$ cat src/rtl/irq_pkg.sv
package irq_pkg;

  localparam logic [2:0] ADDR_MASK_SET = 3'd0;
  localparam logic [2:0] ADDR_MASK_CLR = 3'd1;
  localparam logic [2:0] ADDR_PEND_CLR = 3'd2;
  localparam logic [2:0] ADDR_SOFT_SET = 3'd3;
  localparam logic [2:0] ADDR_SOFT_CLR = 3'd4;

  typedef enum logic [1:0] {
    RD_NONE = 2'd0,
    RD_MASK = 2'd1,
    RD_PEND = 2'd2,
    RD_SOFT = 2'd3
  } rdSel_e;

  typedef struct packed {
    logic   maskSet;
    logic   maskClr;
    logic   pendClr;
    logic   softSet;
    logic   softClr;
    rdSel_e rdSel;
  } irqStrobe_t;

endpackage

$ cat src/rtl/irq_ctrl.sv
module irq_ctrl
  import irq_pkg::*;
(
  input  logic       regWrEn,
  input  logic [2:0] regAddr,
  output irqStrobe_t strobe
);

  always_comb begin
    strobe = '{maskSet: 1'b0, maskClr: 1'b0, pendClr: 1'b0,
               softSet: 1'b0, softClr: 1'b0, rdSel: RD_NONE};
    case (regAddr)
      ADDR_MASK_SET: begin
        strobe.maskSet = regWrEn;
        strobe.rdSel   = RD_MASK;
      end
      ADDR_MASK_CLR: strobe.maskClr = regWrEn;
      ADDR_PEND_CLR: begin
        strobe.pendClr = regWrEn;
        strobe.rdSel   = RD_PEND;
      end
      ADDR_SOFT_SET: begin
        strobe.softSet = regWrEn;
        strobe.rdSel   = RD_SOFT;
      end
      ADDR_SOFT_CLR: strobe.softClr = regWrEn;
      default: ;
    endcase
  end

endmodule

$ cat src/rtl/irq_datapath.sv
module irq_datapath
  import irq_pkg::*;
#(
  parameter int NUM_SRC = 8,
  parameter int LVL_W   = 4,
  parameter int DATA_W  = 16,
  parameter logic [NUM_SRC*LVL_W-1:0] SRC_LEVELS = '0
) (
  input  logic                     clk,
  input  logic                     rstN,
  input  logic [NUM_SRC-1:0]       hwReq,
  input  irqStrobe_t               strobe,
  input  logic [DATA_W-1:0]        wrData,
  output logic [DATA_W-1:0]        rdData,
  output logic [LVL_W-1:0]         irqLevel,
  output logic [NUM_SRC-1:0]       maskVec,
  output logic [NUM_SRC-1:0]       pendVec,
  output logic [(2**LVL_W)-2:0]    softVec
);

  localparam int NUM_LVL = (2 ** LVL_W) - 1;
  localparam int HIT_W   = NUM_LVL + 1;

  logic [NUM_SRC-1:0] hwPrev;
  logic [NUM_SRC-1:0] riseVec;
  logic [NUM_SRC-1:0] activeVec;
  logic [HIT_W-1:0]   srcHit [NUM_SRC];
  logic [HIT_W-1:0]   levelHit;
  logic [LVL_W-1:0]   topLevel;

  assign riseVec   = hwReq & ~hwPrev;
  assign activeVec = pendVec & maskVec;

  always_ff @(posedge clk) begin
    if (!rstN) begin
      hwPrev  <= '0;
      maskVec <= '0;
      pendVec <= '0;
      softVec <= '0;
    end else begin
      hwPrev <= hwReq;
      if (strobe.maskSet) maskVec <= maskVec | wrData[NUM_SRC-1:0];
      else if (strobe.maskClr) maskVec <= maskVec & ~wrData[NUM_SRC-1:0];
      if (strobe.pendClr) pendVec <= (pendVec & ~wrData[NUM_SRC-1:0]) | riseVec;
      else pendVec <= pendVec | riseVec;
      if (strobe.softSet) softVec <= softVec | wrData[NUM_LVL-1:0];
      else if (strobe.softClr) softVec <= softVec & ~wrData[NUM_LVL-1:0];
    end
  end

  for (genvar g = 0; g < NUM_SRC; g++) begin : g_src
    localparam logic [LVL_W-1:0] SrcLvl = SRC_LEVELS[g*LVL_W +: LVL_W];
    assign srcHit[g] = activeVec[g] ? (HIT_W'(1) << SrcLvl) : '0;
  end

  always_comb begin
    levelHit = {softVec, 1'b0};
    for (int s = 0; s < NUM_SRC; s++) levelHit = levelHit | srcHit[s];
    topLevel = '0;
    for (int l = 1; l < HIT_W; l++) begin
      if (levelHit[l]) topLevel = LVL_W'(l);
    end
  end

  always_ff @(posedge clk) begin
    if (!rstN) irqLevel <= '0;
    else       irqLevel <= topLevel;
  end

  always_comb begin
    case (strobe.rdSel)
      RD_MASK: rdData = DATA_W'(maskVec);
      RD_PEND: rdData = DATA_W'(pendVec);
      RD_SOFT: rdData = DATA_W'(softVec);
      default: rdData = '0;
    endcase
  end

endmodule

$ cat src/rtl/irq_prio_ctrl.sv
module irq_prio_ctrl
  import irq_pkg::*;
#(
  parameter int NUM_SRC = 8,
  parameter int LVL_W   = 4,
  parameter int DATA_W  = 16,
  parameter logic [NUM_SRC*LVL_W-1:0] SRC_LEVELS =
    {4'd15, 4'd13, 4'd11, 4'd9, 4'd7, 4'd4, 4'd4, 4'd2}
) (
  input  logic               clk,
  input  logic               rstN,
  input  logic [NUM_SRC-1:0] hwReq,
  input  logic               regWrEn,
  input  logic [2:0]         regAddr,
  input  logic [DATA_W-1:0]  regWrData,
  output logic [DATA_W-1:0]  regRdData,
  output logic [LVL_W-1:0]   irqLevel
);

  localparam int NUM_LVL = (2 ** LVL_W) - 1;

  irqStrobe_t         strobe;
  logic [NUM_SRC-1:0] maskVec;
  logic [NUM_SRC-1:0] pendVec;
  logic [NUM_LVL-1:0] softVec;

  irq_ctrl u_ctrl (
    .regWrEn (regWrEn),
    .regAddr (regAddr),
    .strobe  (strobe)
  );

  irq_datapath #(
    .NUM_SRC    (NUM_SRC),
    .LVL_W      (LVL_W),
    .DATA_W     (DATA_W),
    .SRC_LEVELS (SRC_LEVELS)
  ) u_dp (
    .clk      (clk),
    .rstN     (rstN),
    .hwReq    (hwReq),
    .strobe   (strobe),
    .wrData   (regWrData),
    .rdData   (regRdData),
    .irqLevel (irqLevel),
    .maskVec  (maskVec),
    .pendVec  (pendVec),
    .softVec  (softVec)
  );

endmodule

$ cat config.mk
export PLATFORM = sky130hd
export DESIGN_NAME = irq_prio_ctrl
export DESIGN_NICKNAME = d
export VERILOG_FILES = /design/src/rtl/irq_pkg.sv /design/src/rtl/irq_ctrl.sv /design/src/rtl/irq_datapath.sv /design/src/rtl/irq_prio_ctrl.sv
export SDC_FILE = /design/constraint.sdc
export NUM_CORES = 1
export LEC_CHECK = 0
export BUFFER_PORTS_ARGS = -buffer_cell sky130_fd_sc_hd__buf_2
export CORE_MARGIN = 2
export CORE_UTILIZATION = 56
export DETAILED_ROUTE_END_ITERATION = 10
export GPL_TIMING_DRIVEN = 0
export PLACE_DENSITY = 0.83
export SLEW_MARGIN = 20
export SYNTH_ARGS = -nofsm -noshare
export SYNTH_HDL_FRONTEND = slang
export SYNTH_SLANG_ARGS = --single-unit
$ cat constraint.sdc
create_clock -name clk -period 2.3 [get_ports clk]
set_clock_uncertainty 0.1 [all_clocks]
set_input_delay 0.115 -clock clk [delete_from_list [all_inputs] [get_ports clk]]
set_output_delay 0.115 -clock clk [all_outputs]
set_load 0.02 [all_outputs]
**After elaboration in Yosys (flattened, before gate mapping)**

Cells that the tools add are included.

- $add $sub $neg: 0
- Multiply operators: 0
- Div/mod/pow operators: 0
- Order comparisons: 0
- Equality and inequality tests: 7
- Shift-type cells: 0
- Mux-type cells: 35
- Bitwise operators: 20
- Reduce and logical (&&, ||, !) cells: 3

Operators by type and width:

| operator | count |
|---|---|
| $or A16 B16 Y16 | 8 |
| $pmux W15 S3 | 1 |
| $and A8 B8 Y8 | 4 |
| $mux W4 | 8 |
| $mux W8 | 4 |
| $mux W15 | 2 |
| $or A8 B8 Y8 | 3 |
| $mux W16 | 1 |
| $not A8 Y8 | 2 |
| $and A15 B15 Y15 | 1 |
| $mux W3 | 5 |
| $not A15 Y15 | 1 |
| $or A15 B15 Y15 | 1 |
| $mux W14 | 1 |
| $mux W12 | 1 |
| $mux W10 | 1 |
| $mux W5 | 2 |
| $eq A3 B2 Y1 const B | 2 |
| $mux W1 | 6 |
| $pmux W2 S3 | 1 |
| $eq A2 B2 Y1 const B | 2 |
| $mux W2 | 2 |
| $reduce_bool A2 Y1 | 2 |
| $eq A3 B1 Y1 const B | 1 |
| other kinds (3) | 3 |

- Register bits: 43
- Bits in latches: 0
- RAM bits: 0
- ROM bits: 0
- Bits of input ports: 30
- Output and inout bits: 20
- Logic and storage cells: 70
- Memories: 0

**Longest topological paths before layout**

Gate-level depths: netlist (run 1).

- Word-level depth: 25
- Gate-level depth with buffers: 9
- Depth with buffers taken out: 5

**By module**

A second synthesis (run 1) with hierarchy kept.

- Cells, all modules: 234
- Area total of the unflattened synthesis: 1,956.9 µm²

Modules (own cells, without submodules):

| module | times used | cells an instance | area an instance (µm²) | sequential area each (µm²) |
|---|---|---|---|---|
| irq_datapath | 1 | 223 | 1,883.1 | 860.8 |
| irq_ctrl | 1 | 11 | 73.8 | 0.0 |

**Worst setup path before layout (run 1)**

OpenSTA, ideal clock, no wires.

- Kind: reg-to-reg
- Start: register u_dp.pendVec[2]
- End: register u_dp.irqLevel[0]
- Setup time: 0.060 ns
- Data arrival time: 1.342 ns
- Required time: 2.140 ns
- Setup slack: 0.798 ns
- Cell stages (with the launch flop): 6
- Path buffers: 0
- Period minus slack after synthesis: 1.502 ns
- Cells stage by stage: dfxtp_1 > a221o_1 > nor2b_1 > o31a_1 > o221ai_1 > and3_1

- Longest elaborated chain between the ends: 20

Ends and longest elaborated chain:

| item | line | RTL |
|---|---|---|
| start: declaration | irq_datapath.sv:17 | `output logic [NUM_SRC-1:0] pendVec,` |
| start signal: assignment | irq_datapath.sv:44 | `if (strobe.pendClr) pendVec <= (pendVec & ~wrData[NUM_SRC-1:0]) \| riseVec;` |
| start signal: assignment | irq_datapath.sv:45 | `else pendVec <= pendVec \| riseVec;` |
| $and A8 B8 Y8 | irq_datapath.sv:32 | `assign activeVec = pendVec & maskVec;` |
| $mux W5 | irq_datapath.sv:53 | `assign srcHit[g] = activeVec[g] ? (HIT_W'(1) << SrcLvl) : '0;` |
| $or A16 B16 Y16 (6 in a row) | irq_datapath.sv:58 | `for (int s = 0; s < NUM_SRC; s++) levelHit = levelHit \| srcHit[s];` |
| $mux W3 (4 in a row) | irq_datapath.sv:61 | `if (levelHit[l]) topLevel = LVL_W'(l);` |
| $mux W4 (8 in a row) | irq_datapath.sv:61 |  |
| end signal: assignment | irq_datapath.sv:67 | `else irqLevel <= topLevel;` |
| end: declaration | irq_datapath.sv:15 | `output logic [LVL_W-1:0] irqLevel,` |

No other way between the ends.
A chain may end at the register's enable or synchronous reset.

**Worst setup path after layout (run 1)**

Ends and elaborated chain as after synthesis.

==> results.ini, run 1 <==
[final_layout]
seqCellArea_um2=861
finalNetCount=345
drive_gt1_share_pct=23.4
multi_input_area_um2=1070
syn_to_final_growth_pct=27.8
diodes=0
design_area_um2=2620
final_cell_mix=buf_2 (50), nor2_1 (44), dfxtp_1 (43)
finalNonFillerCells=362
final_common_cell=buf_2
fill_cells=267

[global_route]
grt_pass1_vias=1803
antenna_found_initial=0
grt_pass1_wl_um=8630
grt_overflow=0
grt_start_max_net_pins=13
grt_usage_pct=27.3

[clocking]
path_clk_slew_ns=0.12
cts_made_buffers=5
h-tree-depth=2
cts_resized=0
cts_setup_buffers=0
clkSinkCount=43
cts_tree=built
clockBufferDepth=2
root_buffer=clkbuf_4
clock_latency_ns=0.36

[worst_setup_path]
critPathMaxFanout=3
path_class=reg2reg
arrival_ns=1.84
crit_required_ns=2.49
r2r_slack_ns=0.66
r2r_end=u_dp.irqLevel[0]
end_kind=flip-flop
rr_startpoint=u_dp.pendVec[2]
r2r_cells=5
critPathLaunchType=flip-flop

[timing]
finalHoldViolations=0
setup_viol=0
max_slew_margin_pct=62.6
min_period_ns=1.64
final_max_slew_viol_count=0
fin_tns_setup_ns=0
fin_ws_ns=0.657
grt_setup_unrepaired=false
timing.final.crit_share_pct=71.4
worst-slew-pin-transition_ns=0.562
fmax_mhz=609

[die]
rows=21
die_w_um=64.5
pin_count=50
initial_core_util_pct=59.9
coreArea_um2=3420
dieArea_um2=4160
die-height_um=64.5

[power_and_ir_drop]
power_density_nw_per_um2=535
p_leak_uw=0.00111
power_uw=1400
ir_drop_uv=436

[synth]
synthXorXnorAreaFrac_pct=0
synthAdderAreaFrac_pct=0
yosysSeqAreaShare_pct=42.1
synth_top_family_by_area=simple AND/OR/NAND/NOR gates
synth-seq-cells=43
yosysWarningCount=0
synth_compound_area_share_pct=23.7
synth-simple-area-share_pct=24.7
ys_top_cells_by_area=dfxtp_1 (42%), a21oi_1 (8.1%), nor2_1 (8.1%), a22oi_2 (5.5%), and2_1 (4.6%)
synth_area_per_cell_um2=8.56
synth_top_area_share_pct=42.1
synthMuxAreaShare_pct=3.91
ys_types=34
synth_area_um2=2050
postSynthCellCount=239
synth_area_leader_cell=dfxtp_1
syn_nets=269

[drt]
drt_wl_total_um=5390
wire_per_inst_um=14.9
vias=2023
viasPerCell=5.59
ant_nets=0
drt-initial-drc-count=111
firstDrtPassIters=4
drc=0

[job]
maxCapViolations=0

[hold_path]
min_from=rstN
min_path_type=in2reg
min_path_cells=3

[place]
hpwl_um=3550
routabilityCongestion=0.887
place_area_um2=2330
dp_cells=331
dp_slack_ns=0.666
port_buffers=46

[run_status]
status=completed

where the power goes:
group / total (µW) / internal (µW) / switching (µW)
logic: 245 / 119 / 127
registers: 805 / 781 / 24.6
clock network: 347 / 119 / 228
worst max-delay path by stage:
stage | from | endpoint | slack, ns | depth (start not counted)
global route | u_dp.pendVec[2] | u_dp.irqLevel[0] | 0.61 | 5
finish | u_dp.pendVec[2] | u_dp.irqLevel[0] | 0.66 | 5
CTS | u_dp.pendVec[2] | u_dp.irqLevel[0] | 0.67 | 5
global placement | regAddr[1] | flip-flop | 0.68 | 6
floorplan | u_dp.pendVec[2] | u_dp.irqLevel[0] | 0.80 | 5
detailed placement | regAddr[1] | flip-flop | 0.67 | 6
cell usage after synthesis:
cell type and count:
nor2_1 44, dfxtp_1 43, a21oi_1 33, nand2_1 23
and2_1 15, nor2b_1 11, a22oi_2 9, a311oi_1 8
mux2i_1 8, clkbuf_1 6, a22oi_1 5, buf_2 4
buf_6 3, a211oi_1 2, a21o_1 2, and2_4 2
and3_1 2, inv_1 2, o21ai_0 2, a221o_1 1
a31oi_1 1, a41oi_1 1, and4bb_1 1, buf_12 1
buf_4 1, conb_1 1, nand2b_1 1, nor2b_4 1
nor3b_4 1, nor4bb_1 1, o221ai_1 1, o311a_1 1
o31a_1 1, o31ai_1 1
cell type report:
cell class,instances,area share (%)
inverter,2,0.287
buffer,15,3.97
tap,46,2.20
multi-input combinational,179,41.1
clock inverter,1,0.191
sequential,43,32.9
clock buffer,7,1.72
timing repair buffer,69,17.6
what timing repair did:
action,CTS,global route
setup endpoints to repair,0,0
hold buffers,23,0
endpoints found under the hold margin,31,0
layer usage:
layer | global-route usage, % | wire [µm] | vias up
li1 | - | - | 989
met1 | 34.0 | 2200 | 930
met2 | 46.9 | 2630 | 84
met3 | 4.17 | 388 | 20
met4 | 12.0 | 170 | 0
met5 | 0 | 0 | -
critical path, stage by stage (launching register included):
cell      delay (ns)
dfxtp_1         0.35
a221o_1         0.39
nor2b_1         0.14
o31a_1          0.28
o221ai_1        0.15
and3_1          0.16
stage by stage:
| stage | utilization, % | hold slack, ns |
|---|---|---|
| 2_1_floorplan | - | 0.125 |
| 3_3_place_gp | 68.4 | 0.226 |
| 3_5_place_dp | 68.4 | 0.229 |
| 4_1_cts | 76.6 | 0.0250 |
| 5_1_grt | 76.6 | 0.0589 |
| 6_report | 76.6 | 0.0200 |
cells by family (layout without fill, tap and decap cells):
logic type	after synthesis	count (layout)
AO/OA/AOI/OAI	68	68
multiplexers	8	8
buffers and inverters	17	94
AND/OR/NAND/NOR	102	102
flip-flops	43	43
other	1	1
No activity file was read; power rests on OpenSTA's default activity.
==> run 2: changes to the inputs <==
--- a/config.mk
+++ b/config.mk
@@ -7,10 +7,10 @@
 export LEC_CHECK = 0
 export BUFFER_PORTS_ARGS = -buffer_cell sky130_fd_sc_hd__buf_2
 export CORE_MARGIN = 2
-export CORE_UTILIZATION = 56
+export CORE_UTILIZATION = 53
 export DETAILED_ROUTE_END_ITERATION = 10
 export GPL_TIMING_DRIVEN = 0
-export PLACE_DENSITY = 0.83
+export PLACE_DENSITY = 0.79
 export SLEW_MARGIN = 20
 export SYNTH_ARGS = -nofsm -noshare
 export SYNTH_HDL_FRONTEND = slang
==> constraint.sdc (replaced) <==
create_clock -name clk -period 1.7 [get_ports clk]
set_clock_uncertainty 0.1 [all_clocks]
set_input_delay 0.085 -clock clk [delete_from_list [all_inputs] [get_ports clk]]
set_output_delay 0.085 -clock clk [all_outputs]
set_load 0.02 [all_outputs]
==> results.ini, run 2 (synthesis gave the netlist of run 1 again) <==
[run_status]
status=completed  ; unchanged

[drt]
ant_nets=0  ; unchanged
drc=0  ; unchanged
drt_wl_total_um=5210  ; was 5390 µm
viasPerCell=5.47  ; was 5.59
vias=1981  ; was 2023
wire_per_inst_um=14.4  ; was 14.9 µm
firstDrtPassIters=4  ; unchanged
drt-initial-drc-count=120  ; was 111

[die]
coreArea_um2=3690  ; was 3420 µm²
dieArea_um2=4380  ; was 4160 µm²
die-height_um=66.1  ; was 64.5 µm
initial_core_util_pct=55.5  ; was 59.9%
die_w_um=66.1  ; was 64.5 µm
pin_count=50  ; unchanged
rows=22  ; was 21

[final_layout]
diodes=0  ; unchanged
final_cell_mix=buf_2 (50), nor2_1 (44), dfxtp_1 (43)  ; unchanged
syn_to_final_growth_pct=29.3  ; was 27.8%
drive_gt1_share_pct=23.6  ; was 23.4%
final_common_cell=buf_2  ; unchanged
finalNonFillerCells=362  ; unchanged
finalNetCount=345  ; unchanged
design_area_um2=2650  ; was 2620 µm²

[worst_setup_path]
path_class=reg2reg  ; unchanged
critPathMaxFanout=3  ; unchanged
r2r_slack_ns=0.04  ; was 0.66 ns
crit_slowest_cell=a221o_1  ; unchanged
crit_path_cell_trace=a221o_1 > nor2b_1 > o31a_1 > o221ai_2 > and3_1  ; was a221o_1 > nor2b_1 > o31a_1 > o221ai_1 > and3_1
end_kind=flip-flop  ; unchanged
critPathLaunchType=flip-flop  ; unchanged
crit_required_ns=1.84  ; was 2.49 ns
r2r_end=u_dp.irqLevel[0]  ; unchanged
r2r_cells=5  ; unchanged
critical_path.top_delay_family=compound AO/OA/AOI/OAI gates  ; unchanged
arrival_ns=1.80  ; was 1.84 ns
cp.buffers_inverters=0  ; unchanged
cpPeakStageDelay_ns=0.39  ; about the same

[clocking]
root_buffer=clkbuf_8  ; was clkbuf_4
cts_made_buffers=5  ; unchanged
cts_tree=built  ; unchanged
clock_latency_ns=0.31  ; was 0.36 ns
path_clk_slew_ns=0.08  ; was 0.12 ns
h-tree-depth=2  ; unchanged
clkSinkCount=43  ; unchanged
clockBufferDepth=2  ; unchanged

[timing]
fmax_mhz=603  ; was 609 MHz
worst-slew-pin-transition_ns=0.523  ; was 0.562 ns
min_period_ns=1.66  ; was 1.64 ns
whs_ns=0.0314  ; was 0.0200 ns
final_max_slew_viol_count=0  ; unchanged
finalHoldViolations=0  ; unchanged
timing.final.crit_share_pct=97.5  ; was 71.4%
fin_tns_setup_ns=0  ; unchanged
max_slew_margin_pct=65.1  ; was 62.6%
setup_viol=0  ; unchanged
fin_ws_ns=0.0428  ; was 0.657 ns

[place]
place_area_um2=2340  ; was 2330 µm²
dp_cells=333  ; was 331
routabilityCongestion=0.868  ; was 0.887
port_buffers=46  ; unchanged
dp_slack_ns=0.0809  ; was 0.666 ns
hpwl_um=3550  ; about the same

[global_route]
grt_usage_pct=25.9  ; was 27.3%
grt_pass1_wl_um=8410  ; was 8630 µm
grt_pass1_vias=1850  ; was 1803
grt_overflow=0  ; unchanged
antenna_found_initial=0  ; unchanged
grt_start_max_net_pins=12  ; was 13

[hold_path]
min_path_cells=3  ; unchanged
min_from=rstN  ; unchanged
min_path_type=in2reg  ; unchanged

[power_and_ir_drop]
ir_drop_uv=562  ; was 436 µV
p_leak_uw=0.00112  ; was 0.00111 µW
power_density_nw_per_um2=765  ; was 535 nW/µm²

[job]
maxCapViolations=0  ; unchanged

-- run 2: final cells by class --
cell class / instances / area [µm²]
multi-input cells: 179 / 1080
fillers: 321 / 1040
flip-flops and latches: 43 / 861
repair buffers: 69 / 460
plain buffers: 15 / 104
clock buffers: 6 / 72.6
well taps: 48 / 60.1
inverters: 2 / 7.51
-- run 2: tightest hold or removal path, stage by stage --
cell and delay, ns:
buf_2 0.10, inv_1 0.14, a311oi_1 0.06
-- run 2: worst max path at each step --
stage,slack (ns),cells past startpoint,to,startpoint
4_1_cts,0.05,5,u_dp.irqLevel[0],u_dp.pendVec[2]
3_3_place_gp,0.08,6,flip-flop,regAddr[1]
5_1_grt,-0.006,5,u_dp.irqLevel[0],flip-flop
3_5_place_dp,0.08,5,u_dp.irqLevel[0],u_dp.pendVec[2]
2_1_floorplan,0.20,5,u_dp.irqLevel[0],u_dp.pendVec[2]
6_report,0.04,5,u_dp.irqLevel[0],flip-flop
-- run 2: power breakdown --
| part | switching [µW] | internal, µW | leakage (µW) |
|---|---|---|---|
| Clock | 329 | 274 | 0.0000371 |
| Combinational | 171 | 162 | 0.000730 |
| Sequential | 32.9 | 1060 | 0.000353 |
| Total | 533 | 1490 | 0.00112 |
-- run 2: what timing repair did --
item / in CTS / in global routing
buffers inserted: 0 / 0
hold buffers: 23 / 0
setup endpoints to repair: 0 / 1
gates resized for setup: 0 / 1
hold endpoints to repair: 25 / 0
-- run 2: layer usage --
metal | GRT usage [%] | routed length, µm
met1 | 31.6 | 2260
met2 | 42.5 | 2450
met3 | 7.16 | 330
met4 | 11.0 | 165
met5 | 0 | 0
-- run 2: metrics by stage --
step	power, µW	utilization, %
final	2030	71.7
after global routing	2110	71.7
after CTS	2020	71.6
after detailed placement	1400	63.4
after global placement	1390	63.4
after floorplan	1290	-
==> run 3: changes to the inputs <==
==> constraint.sdc (replaced) <==
create_clock -name clk -period 1.7 [get_ports clk]
set_clock_uncertainty 0.1 [all_clocks]
set_input_delay 0.425 -clock clk [delete_from_list [all_inputs] [get_ports clk]]
set_output_delay 0.425 -clock clk [all_outputs]
set_load 0.02 [all_outputs]
==> results.ini, run 3 (synthesis gave the netlist of run 1 again) <==
[final_layout]
diodes=0  ; unchanged
fin_util_pct=74.5  ; was 71.7%
design_area_um2=2750  ; was 2650 µm²
fill_cells=283  ; was 321
syn_to_final_growth_pct=34.3  ; was 29.3%
drive_gt1_share_pct=37.2  ; was 23.6%
final_cell_mix=dfxtp_1 (40), nor2_1 (35), buf_2 (32)  ; was buf_2 (50), nor2_1 (44), dfxtp_1 (43)
final_common_cell=dfxtp_1  ; was buf_2
finalNetCount=331  ; was 345

[drt]
vias=1976  ; was 1981
ant_nets=0  ; unchanged
firstDrtPassIters=4  ; unchanged
drt_wl_total_um=5520  ; was 5210 µm
viasPerCell=5.66  ; was 5.47
wire_per_inst_um=15.8  ; was 14.4 µm
drc=0  ; unchanged
drt-initial-drc-count=167  ; was 120

[worst_setup_path]
crit_required_ns=1.17  ; was 1.84 ns
cp.buffers_inverters=3  ; was 0
critPathLaunchType=input port  ; was flip-flop
path_class=in2out  ; was reg2reg
r2r_end=u_dp.irqLevel[0]  ; unchanged
crit_slowest_cell=nor2_2  ; was a221o_1
rr_startpoint=u_dp.pendVec[2]
r2r_cells=5  ; unchanged
r2r_slack_ns=0.04  ; about the same
cpPeakStageDelay_ns=0.14  ; was 0.39 ns
end_kind=primary output  ; was flip-flop
critPathMaxFanout=5  ; was 3
crit_path_cell_trace=buf_12 > buf_12 > mux2i_1 > nor2_2 > a21oi_4 > nor2_2 > buf_6  ; was a221o_1 > nor2b_1 > o31a_1 > o221ai_2 > and3_1
arrival_ns=1.23  ; was 1.80 ns
critical_path.top_delay_family=buffers and inverters  ; was compound AO/OA/AOI/OAI gates

[timing]
finalHoldViolations=0  ; unchanged
fmax_mhz=570  ; was 603 MHz
timing.final.crit_share_pct=103  ; was 97.5%
max_slew_margin_pct=64.1  ; was 65.1%
grt_setup_unrepaired=true
min_period_ns=1.75  ; was 1.66 ns
setup_viol=15  ; was 0
whs_ns=0.232  ; was 0.0314 ns
fin_ws_ns=-0.0539  ; was 0.0428 ns
worst-slew-pin-transition_ns=0.539  ; was 0.523 ns
final_max_slew_viol_count=0  ; unchanged

[die]
dieArea_um2=4380  ; unchanged
die-height_um=66.1  ; unchanged
rows=22  ; unchanged
initial_core_util_pct=55.5  ; unchanged
pin_count=50  ; unchanged
die_w_um=66.1  ; unchanged
coreArea_um2=3690  ; unchanged

[power_and_ir_drop]
p_leak_uw=0.00112  ; about the same
ir_drop_uv=742  ; was 562 µV
power_density_nw_per_um2=762  ; was 765 nW/µm²

[global_route]
grt_overflow=0  ; unchanged
grt_usage_pct=26.9  ; was 25.9%
antenna_found_initial=0  ; unchanged
grt_pass1_vias=1882  ; was 1850
grt_start_max_net_pins=13  ; was 12
grt_pass1_wl_um=8850  ; was 8410 µm

[clocking]
cts_tree=built  ; unchanged
clkSinkCount=43  ; unchanged
clockBufferDepth=2  ; unchanged
root_buffer=clkbuf_8  ; unchanged
cts_made_buffers=5  ; unchanged
path_clk_slew_ns=0.08  ; about the same
h-tree-depth=2  ; unchanged
hold_buffers=0  ; was 23
clock_latency_ns=0.30  ; was 0.31 ns

[hold_path]
min_from=hwReq[3]  ; was rstN
hold_end=u_dp.hwPrev[3]
min_path_cells=2  ; was 3
min_path_type=in2reg  ; unchanged

[run_status]
violations=setup timing
status=complete, but fails checks  ; was completed

[place]
port_buffers=46  ; unchanged
dp_slack_ns=-0.306  ; was 0.0809 ns
routabilityCongestion=0.884  ; was 0.868
place_area_um2=2360  ; was 2340 µm²
hpwl_um=3600  ; was 3550 µm

[job]
maxCapViolations=0  ; unchanged

-- run 3: area by class of cell --
cell class,count,area (µm²),area share (%)
tap,48,60.1,2.18
multi-input combinational,179,1160,42.3
sequential,43,865,31.5
timing repair buffer,56,443,16.1
buffer,14,124,4.51
inverter,2,7.51,0.273
clock inverter,1,5.00,0.182
clock buffer,6,82.6,3.00
-- run 3: power by group --
part / internal [µW] / leakage [µW] / switching (µW)
clock network: 319 / 0.0000470 / 330
registers: 1060 / 0.000354 / 35.6
logic: 169 / 0.000721 / 185
total: 1540 / 0.00112 / 551
-- run 3: how the worst max path moves through the flow --
| stage | depth (start not counted) | start | slack [ns] | end |
|---|---|---|---|---|
| 6_report | 7 | regAddr[1] | -0.05 | regRdData[5] |
| 2_1_floorplan | 9 | regAddr[0] | 0.0004 | flip-flop |
| 4_1_cts | 7 | regAddr[1] | -0.09 | regRdData[6] |
| 3_3_place_gp | 7 | regAddr[1] | -0.30 | regRdData[6] |
| 5_1_grt | 7 | regAddr[1] | -0.11 | regRdData[5] |
| 3_5_place_dp | 7 | regAddr[1] | -0.31 | regRdData[6] |
-- run 3: through the flow --
stage,std cells,total power (µW),TNS [ns]
6_report,349,2100,-0.535
5_1_grt,349,2180,-1.24
4_1_cts,346,2080,-0.495
3_5_place_dp,333,1400,-8.39
3_3_place_gp,333,1390,-7.68
2_1_floorplan,239,1290,0
-- run 3: repair_timing --
action / in CTS / in global routing
buffers inserted: 6 / 3
pin swaps: 15 / 16
cloned: 1 / 0
gates resized for setup: 55 / 10
endpoints found under the setup margin: 15 / 27
-- run 3: routing by layer --
layer	global-route usage [%]	vias to the layer above	part of all wire, %
li1	-	961	-
met1	32.5	936	42
met2	44.8	67	49
met3	8.35	12	7.2
met4	9.44	0	1.8
met5	0	-	0
